**config.mk**
```make
export PLATFORM = sky130hd
export DESIGN_NAME = smi_arbiter
export DESIGN_NICKNAME = d
export VERILOG_FILES = /design/src/rtl/smi_arb_pkg.sv /design/src/rtl/smi_ctrl_regs.sv /design/src/rtl/smi_status.sv /design/src/rtl/smi_gate_fsm.sv /design/src/rtl/smi_arbiter.sv
export SDC_FILE = /design/constraint.sdc
export NUM_CORES = 1
export LEC_CHECK = 0
export CORE_MARGIN = 2
export CORE_UTILIZATION = 40
export CTS_CLUSTER_DIAMETER = 80
export CTS_CLUSTER_SIZE = 14
export DETAILED_ROUTE_END_ITERATION = 7
export DONT_BUFFER_PORTS = 1
export PLACE_DENSITY_LB_ADDON = 0.2
export RECOVER_POWER = 100
export SYNTH_ARGS = -nofsm -noshare
export SYNTH_HDL_FRONTEND = slang
export SYNTH_SLANG_ARGS = --single-unit
```
**constraint.sdc**
```tcl
create_clock -name clk -period 1.2 [get_ports clk]
set_input_delay 0.24 -clock clk [delete_from_list [all_inputs] [get_ports clk]]
set_output_delay 0.24 -clock clk [all_outputs]
set_load 0.005 [all_outputs]
```
**src/rtl/smi_arb_pkg.sv**
```systemverilog
package smi_arb_pkg;

   localparam int ADDR_W = 2;

   typedef enum logic [ADDR_W-1:0] {
      REG_CTRL   = 2'd0,
      REG_STS    = 2'd1,
      REG_GEN_EN = 2'd2,
      REG_RLS    = 2'd3
   } reg_sel_e;

   // control word bit positions
   localparam int CTL_GBL  = 0;
   localparam int CTL_EOS  = 1;
   localparam int CTL_RLS  = 2;
   localparam int CTL_USB  = 3;
   localparam int CTL_W    = 4;

   // status word bit positions
   localparam int STS_USB  = 0;
   localparam int STS_RLS  = 1;
   localparam int STS_GEN0 = 2;

   typedef enum logic [1:0] {
      ARB_IDLE = 2'd0,
      ARB_LOW  = 2'd1,
      ARB_GAP  = 2'd2
   } arb_state_e;

endpackage

```
**src/rtl/smi_ctrl_regs.sv**
```systemverilog
module smi_ctrl_regs
   import smi_arb_pkg::*;
#(
   parameter int N_GEN  = 4,
   parameter int DATA_W = 8
) (
   input  logic              clk,
   input  logic              rst_n,
   input  logic              wr_en,
   input  logic [ADDR_W-1:0] wr_addr,
   input  logic [DATA_W-1:0] wr_data,
   input  logic              fire,
   output logic              gbl_en,
   output logic              eos_q,
   output logic              rls_en,
   output logic              usb_en,
   output logic [N_GEN-1:0]  gen_en,
   output logic              eos_wr,
   output logic              rls_wr
);

   logic wr_ctrl, wr_gen;

   assign wr_ctrl = wr_en && (wr_addr == REG_CTRL);
   assign wr_gen  = wr_en && (wr_addr == REG_GEN_EN);
   assign eos_wr  = wr_ctrl && wr_data[CTL_EOS];
   assign rls_wr  = wr_en && (wr_addr == REG_RLS) && wr_data[0];

   always_ff @(posedge clk or negedge rst_n) begin
      if (!rst_n) begin
         gbl_en <= 1'b0;
         rls_en <= 1'b0;
         usb_en <= 1'b0;
         gen_en <= '0;
      end else begin
         if (wr_ctrl) begin
            gbl_en <= wr_data[CTL_GBL];
            rls_en <= wr_data[CTL_RLS];
            usb_en <= wr_data[CTL_USB];
         end
         if (wr_gen) begin
            gen_en <= wr_data[N_GEN-1:0];
         end
      end
   end

   // hardware clear on assertion takes precedence over a software write
   always_ff @(posedge clk or negedge rst_n) begin
      if (!rst_n) begin
         eos_q <= 1'b0;
      end else if (fire) begin
         eos_q <= 1'b0;
      end else if (wr_ctrl) begin
         eos_q <= wr_data[CTL_EOS];
      end
   end

endmodule

```
**src/rtl/smi_status.sv**
```systemverilog
module smi_status #(
   parameter int NSRC = 6
) (
   input  logic            clk,
   input  logic            rst_n,
   input  logic [NSRC-1:0] set_vec,
   input  logic [NSRC-1:0] clr_vec,
   output logic [NSRC-1:0] sts
);

   for (genvar i = 0; i < NSRC; i++) begin : g_bit
      always_ff @(posedge clk or negedge rst_n) begin
         if (!rst_n) begin
            sts[i] <= 1'b0;
         end else if (set_vec[i]) begin
            sts[i] <= 1'b1;
         end else if (clr_vec[i]) begin
            sts[i] <= 1'b0;
         end
      end
   end

endmodule

```
**src/rtl/smi_gate_fsm.sv**
```systemverilog
module smi_gate_fsm
   import smi_arb_pkg::*;
#(
   parameter int GAP_CLKS = 4
) (
   input  logic clk,
   input  logic rst_n,
   input  logic pending,
   input  logic eos_q,
   input  logic eos_wr,
   output logic fire,
   output logic smi_n
);

   arb_state_e state_q, state_d;
   logic       first_q;
   logic       can_go;
   logic       gap_done;
   logic       gap_load;

   assign can_go   = pending && (first_q || eos_q);
   assign gap_load = (state_q == ARB_LOW) && eos_wr;

   if (GAP_CLKS > 1) begin : g_gap_cnt
      localparam int CNT_W = $clog2(GAP_CLKS);
      logic [CNT_W-1:0] cnt_q;

      always_ff @(posedge clk or negedge rst_n) begin
         if (!rst_n) begin
            cnt_q <= '0;
         end else if (gap_load) begin
            cnt_q <= CNT_W'(GAP_CLKS - 1);
         end else if ((state_q == ARB_GAP) && (cnt_q != '0)) begin
            cnt_q <= cnt_q - 1'b1;
         end
      end

      assign gap_done = (cnt_q == '0);
   end else begin : g_gap_one
      assign gap_done = 1'b1;
   end

   always_comb begin
      state_d = state_q;
      fire    = 1'b0;
      unique case (state_q)
         ARB_IDLE: begin
            if (can_go) begin
               state_d = ARB_LOW;
               fire    = 1'b1;
            end
         end
         ARB_LOW: begin
            if (eos_wr) state_d = ARB_GAP;
         end
         ARB_GAP: begin
            if (gap_done) begin
               if (can_go) begin
                  state_d = ARB_LOW;
                  fire    = 1'b1;
               end else begin
                  state_d = ARB_IDLE;
               end
            end
         end
         default: state_d = ARB_IDLE;
      endcase
   end

   always_ff @(posedge clk or negedge rst_n) begin
      if (!rst_n) begin
         state_q <= ARB_IDLE;
         first_q <= 1'b1;
      end else begin
         state_q <= state_d;
         if (fire) first_q <= 1'b0;
      end
   end

   assign smi_n = (state_q != ARB_LOW);

endmodule

```
**src/rtl/smi_arbiter.sv**
```systemverilog
module smi_arbiter
   import smi_arb_pkg::*;
#(
   parameter int N_GEN    = 4,
   parameter int GAP_CLKS = 4,
   parameter int DATA_W   = 8
) (
   input  logic              clk,
   input  logic              rst_n,
   input  logic              wr_en,
   input  logic [1:0]        wr_addr,
   input  logic [DATA_W-1:0] wr_data,
   input  logic [1:0]        rd_addr,
   output logic [DATA_W-1:0] rd_data,
   input  logic              usb_evt_i,
   input  logic [N_GEN-1:0]  gen_evt_i,
   output logic              smi_n_o
);

   localparam int NSRC = N_GEN + 2;

   if (N_GEN < 1) begin : g_bad_ngen
      $error("smi_arbiter: N_GEN must be at least 1");
   end
   if (DATA_W < NSRC || DATA_W < CTL_W) begin : g_bad_width
      $error("smi_arbiter: DATA_W too narrow for status or control word");
   end
   if (GAP_CLKS < 1) begin : g_bad_gap
      $error("smi_arbiter: GAP_CLKS must be at least 1");
   end

   logic             gbl_en, eos_q, rls_en, usb_en;
   logic [N_GEN-1:0] gen_en;
   logic             eos_wr, rls_wr;
   logic             fire;
   logic             pending;
   logic [NSRC-1:0]  sts, set_vec, clr_vec, en_vec;

   smi_ctrl_regs #(.N_GEN(N_GEN), .DATA_W(DATA_W)) u_regs (
      .clk     (clk),
      .rst_n   (rst_n),
      .wr_en   (wr_en),
      .wr_addr (wr_addr),
      .wr_data (wr_data),
      .fire    (fire),
      .gbl_en  (gbl_en),
      .eos_q   (eos_q),
      .rls_en  (rls_en),
      .usb_en  (usb_en),
      .gen_en  (gen_en),
      .eos_wr  (eos_wr),
      .rls_wr  (rls_wr)
   );

   assign set_vec = {gen_evt_i, rls_wr, usb_evt_i};
   assign clr_vec = (wr_en && (wr_addr == REG_STS)) ? wr_data[NSRC-1:0] : '0;
   assign en_vec  = {gen_en, rls_en, usb_en};

   smi_status #(.NSRC(NSRC)) u_sts (
      .clk     (clk),
      .rst_n   (rst_n),
      .set_vec (set_vec),
      .clr_vec (clr_vec),
      .sts     (sts)
   );

   assign pending = gbl_en && (|(sts & en_vec));

   smi_gate_fsm #(.GAP_CLKS(GAP_CLKS)) u_fsm (
      .clk     (clk),
      .rst_n   (rst_n),
      .pending (pending),
      .eos_q   (eos_q),
      .eos_wr  (eos_wr),
      .fire    (fire),
      .smi_n   (smi_n_o)
   );

   always_comb begin
      rd_data = '0;
      unique case (rd_addr)
         REG_CTRL: begin
            rd_data[CTL_GBL] = gbl_en;
            rd_data[CTL_EOS] = eos_q;
            rd_data[CTL_RLS] = rls_en;
            rd_data[CTL_USB] = usb_en;
         end
         REG_STS:    rd_data[NSRC-1:0]  = sts;
         REG_GEN_EN: rd_data[N_GEN-1:0] = gen_en;
         default:    rd_data = '0;
      endcase
   end

endmodule

```
Word-level counts from Yosys, hierarchy flattened
Index checks and enable logic that the tools add are counted.

word-level totals
  RAM bits = 0
  bits in latches = 0
  memories kept = 0
  register bits = 19
  output and inout bits = 9
  bits in read-only memories = 0
  logic and storage cells = 80
  input bits = 20

operators by class
  shift-type cells = 0
  equal/unequal tests = 11
  reduce and logical (&&, ||, !) cells = 26
  magnitude comparators = 0
  multiply operators = 0
  muxes and demuxes = 27
  $add $sub $neg = 1
  div/mod/pow operators = 0
  bitwise logic cells = 1

operators by type and width
  cell                                                                    count
  2-bit nonzero test                                                      9
  1-bit 2-to-1 mux                                                        17
  2-bit 2-to-1 mux                                                        6
  4-bit case mux with 3 select lines                                      1
  1-bit logical AND                                                       10
  2-bit equality test (second input constant)                             4
  2-bit logical NOT                                                       4
  2-bit by 1-bit != test with 1-bit output (second input constant)        4
  6-bit bitwise AND                                                       1
  2-bit by 1-bit equality test with 1-bit output (second input constant)  3
  6-bit 2-to-1 mux                                                        1
  2-bit case mux with 3 select lines                                      1
  6-bit OR reduction                                                      1
  3-bit AND reduction                                                     1
  1-bit case mux with 2 select lines                                      1
  2-bit by 1-bit subtractor with 2-bit output (second input constant)     1
  1-bit logical OR                                                        1

Longest topological paths before layout
  word-level depth = 8
  gate-level depth with buffers = 5
  depth with buffers taken out = 5

Modules after synthesis
A second synthesis with hierarchy kept.

second synthesis, totals
  cell total of the unflattened synthesis = 94
  area total of the unflattened synthesis = 1051.0 um2

modules (own cells, without submodules)
  module         seq. area each (um2)  instances  area each (um2)  cells each
  smi_ctrl_regs  200.2                 1          345.3            22
  smi_gate_fsm   126.4                 1          277.8            27
  smi_status     150.1                 1          217.7            18
  smi_arbiter    0.0                   1          210.2            27

Worst setup path after synthesis
OpenSTA, ideal clock, no wires.

  path type = register -> register
  start point = register u_fsm.g_gap_cnt.cnt_q[1]
  end point = register u_fsm.first_q
  slack = 1 ps
  cell stages (with the launch flop) = 6
  period minus slack after synthesis = 1199 ps
  arrival = 1107 ps
  cell sequence = dfrtp_1 inv_1 ha_1 nor2b_4 nor4b_4 a21boi_0

on the way
  word-level cells in the longest chain between the ends = 3

ends and longest elaborated chain
  item                                line                RTL
  start: declaration                  smi_gate_fsm.sv:26  logic [CNT_W-1:0] cnt_q;
  start signal: assignment            smi_gate_fsm.sv:32  cnt_q <= CNT_W'(GAP_CLKS - 1);
  start signal: assignment            smi_gate_fsm.sv:34  cnt_q <= cnt_q - 1'b1;
  2-bit logical NOT                   smi_gate_fsm.sv:38  assign gap_done = (cnt_q == '0);
  1-bit 2-to-1 mux                    smi_gate_fsm.sv:57  if (gap_done) begin
  1-bit case mux with 2 select lines  smi_gate_fsm.sv:46  unique case (state_q)
  end signal: assignment              smi_gate_fsm.sv:73  first_q <= 1'b1;
  end signal: assignment              smi_gate_fsm.sv:76  if (fire) first_q <= 1'b0;
  end: declaration                    smi_gate_fsm.sv:16  logic first_q;

No other way between the ends.
A chain may end at the register's enable or synchronous reset.

Worst setup path in the final report
  start point = register u_fsm.g_gap_cnt.cnt_q[0]
  end point = register u_fsm.g_gap_cnt.cnt_q[0]

on the way
  word-level cells in the longest chain between the ends = 3
  elaborated cells between the ends (all ways) = 6
  classes of those cells = add/sub (1); mux (2); reduce/logical (3)

ends and longest elaborated chain
  item                                                                               line                                    RTL
  2-bit by 1-bit subtractor with 2-bit output or 2-bit nonzero test (tied branches)  smi_gate_fsm.sv:34, smi_gate_fsm.sv:33
  2-bit 2-to-1 mux or 1-bit logical AND (tied branches)                              smi_gate_fsm.sv:33                      end else if ((state_q == ARB_GAP) && (cnt_q != '0)) begin
  2-bit 2-to-1 mux or 2-bit nonzero test (tied branches)                             n/a

Several ways; a longest one is shown, not always the timed one. The select of a mux whose other input is x is not followed.

==> flow_summary.yaml <==
run_status:
  status: "finished, violations left"
  failed_checks: "negative setup slack"
logic_synthesis:
  syn-instance-count: 91
  yosysSeqAreaShare_pct: 47.4
  yosysWarningCount: 0
  syn_area_mm2: 0.00100
  synth_largest_area_cell: "dfrtp_1"
  yosysTopAreaCellShare_pct: 44.8
  syn_avg_cell_area_um2: 11.0
  yosys-top-cells-area: "dfrtp_1 (45%), mux2_2 (7.8%), mux2i_1 (6.0%)"
  synthDistinctLibCells: 30
  ys_ff_latch: 19
critical_path:
  cp_data_required_time_ps: 1390
  rr_worst_depth: 5
  endpoint_kind: "register"
  slowest_delay_ps: 390
  cp.depth: 5
  critPathLaunchType: "register"
  cp_cell_sequence: "inv_2 -> ha_4 -> nor2b_2 -> mux2i_1 -> o21ai_1"
  crit_fanout: 3
  crit_type: "reg2reg"
  crit_buf_inv: 1
  crit_path_top_delay_cell: "dfrtp_1"
  cp_top_family: "flip-flops"
  arrival_ps: 1410
timing:
  drv_slew: 0
  fmax_mhz: 823
  tns_ps: -21.1
  fin_hold_ws_ps: 14.3
  slew_headroom_pct: 32.8
  skew_ps: 8.28
  worst_pin_slew_ps: 1010
  finalSetupViolations: 2
  rsz0062_at_grt: "true"
  hold_violations: 0
  finalCritPeriodShare_pct: 101
  min_period_ps: 1220
  worst_slack_ps: -15.1
clock_network:
  numCtsBuffers: 3
  cts_tree: "built"
  clk_latency_ps: 310
  cts_buffer_depth: 2
  clk_pin_slew_ps: 120
  cts.sinks: 19
  cts-root-buf: "clkbuf_4"
  htree_levels: 1
min_path:
  min_path_cells: 1
  hold_path_class: "in2reg"
place:
  gp_congestion: 0.777
  port_buffers: 0
  post_dp_cell_area_mm2: 0.00106
  dp_hpwl_um: 1540
  post-place-cells: 124
die:
  die_area_mm2: 0.00293
  core-area_mm2: 0.00243
  fp.dieH_um: 54.1
  start_util_pct: 41.3
  die_w_um: 54.1
  row_count: 18
  ios: 29
global_route:
  first_global_vias: 675
  overflow: 0
  antenna_found_initial: 0
  grt_pass1_wl_um: 3360
  grt_start_max_net_pins: 20
  grt.total_usage_pct: 16.9
final_layout:
  n_antenna_cell: 0
  instances_no_fill: 139
  final_area_mm2: 0.00120
  fillCellCount: 228
  mostFrequentLayoutCells: "dfrtp_1 (17), nand2_1 (11), mux2_2 (7), buf_4 (7), mux2i_1 (6)"
  fin_nets: 131
  final_common_cell: "dfrtp_1"
  area_growth_pct: 19.1
  drive_gt1_share_pct: 35.8
drt:
  drt_iter0_markers: 8
  vias: 721
  drt-total-wl_um: 2130
  routedWlPerCell_um: 15.4
  ant_nets: 0
  drt_pass1_iterations: 2
  drc_errors: 0
  via_per_inst: 5.19
power:
  p_leak_uw: 0.000497
  vdd_ir_drop_max_mv: 1.05
  power-per-cell-area_mw_per_mm2: 1570
run:
  cap_violations: 0
-- cells by family after synthesis --
logic type	Yosys count	synth area share [%]
compound gates	21	14.9
buf+inv	7	3.49
other cells	1	0.373
fa+ha+maj	1	1.25
simple gates	29	18.7
flops	19	47.4
mux	13	13.8
-- layer usage --
metal	wire length [µm]	share of wire (%)	GRT usage, %
met1	939	44	19.9
met2	1030	48	28.7
met3	150	7.0	6.11
met4	18	0.84	5.00
met5	0	0	0
-- what timing repair did --
item | CTS | global route
endpoints found under the hold margin | 19 | 3
pin swaps | 4 | 3
resized for setup | 11 | 6
buffers inserted | 7 | 0
setup endpoints to repair | 9 | 27
hold buffers | 1 | 3
-- path summary, 6_finish.rpt --
path,startpoint,end,slack [ps]
max,u_fsm.g_gap_cnt.cnt_q[0],u_fsm.g_gap_cnt.cnt_q[0],-20
min,gen_evt_i[1],u_sts.sts[3],10
max reg2reg,u_fsm.g_gap_cnt.cnt_q[0],u_fsm.g_gap_cnt.cnt_q[0],-20
min reg2reg,u_fsm.first_q,u_fsm.first_q,490
max in group asynchronous,rst_n,u_fsm.state_q[0],460
min in group asynchronous,rst_n,u_sts.sts[3],60
-- metrics by stage --
| step | total power (µW) | util (%) | worst slack, ps |
|---|---|---|---|
| detailed placement | 1400 | 43.7 | -39.5 |
| global placement | 1380 | 43.7 | -16.5 |
| floorplan | 1240 | - | 0.602 |
| CTS | 1880 | 48.4 | -12.2 |
| global route | 2020 | 49.2 | -95.1 |
| finish | 1880 | 49.2 | -15.1 |
-- area by class of cell --
cell class                 count  area (µm²)  area share (%)
clock buffer                   3        22.5            1.88
clock inverter                 1        5.00           0.418
inverter                       4        15.0            1.26
multi-input combinational     66         518            43.3
sequential                    19         478            40.0
tap                           30        37.5            3.14
timing repair buffer          16         120            10.0
-- sequential cells by signal (all words and copies together) (netlist names) --
signal                 count
u_regs.gen_en              4
u_regs.rls_en              1
u_fsm.first_q              1
u_fsm.g_gap_cnt.cnt_q      2
u_fsm.state_q              2
u_regs.eos_q               1
u_regs.usb_en              1
u_regs.gbl_en              1
u_sts.sts                  6
-- cell usage after synthesis --
cell type / n
o2bb2ai_1: 1
and4bb_4: 1
mux2i_1: 6
a21oi_1: 2
dfstp_2: 1
dfrtp_1: 18
and2_1: 2
a21oi_2: 2
buf_2: 1
mux2_2: 7
o21ai_1: 1
buf_4: 2
nand3b_1: 1
nor3b_4: 1
nor2b_4: 1
nor2b_1: 1
a21o_1: 5
o221ai_2: 1
nand3_1: 3
and3b_2: 1
nand2_1: 13
nor2_1: 4
inv_1: 4
ha_1: 1
a31oi_1: 1
o21ai_0: 4
a21boi_0: 1
conb_1: 1
nor4b_4: 1
a22oi_1: 3
-- power by group --
group	switching (µW)	internal [µW]	total (µW)
sequential	107	767	873
combinational	313	353	666
clock	212	125	337
total	632	1240	1880
Note: power is estimated with default switching activity, not from simulation.
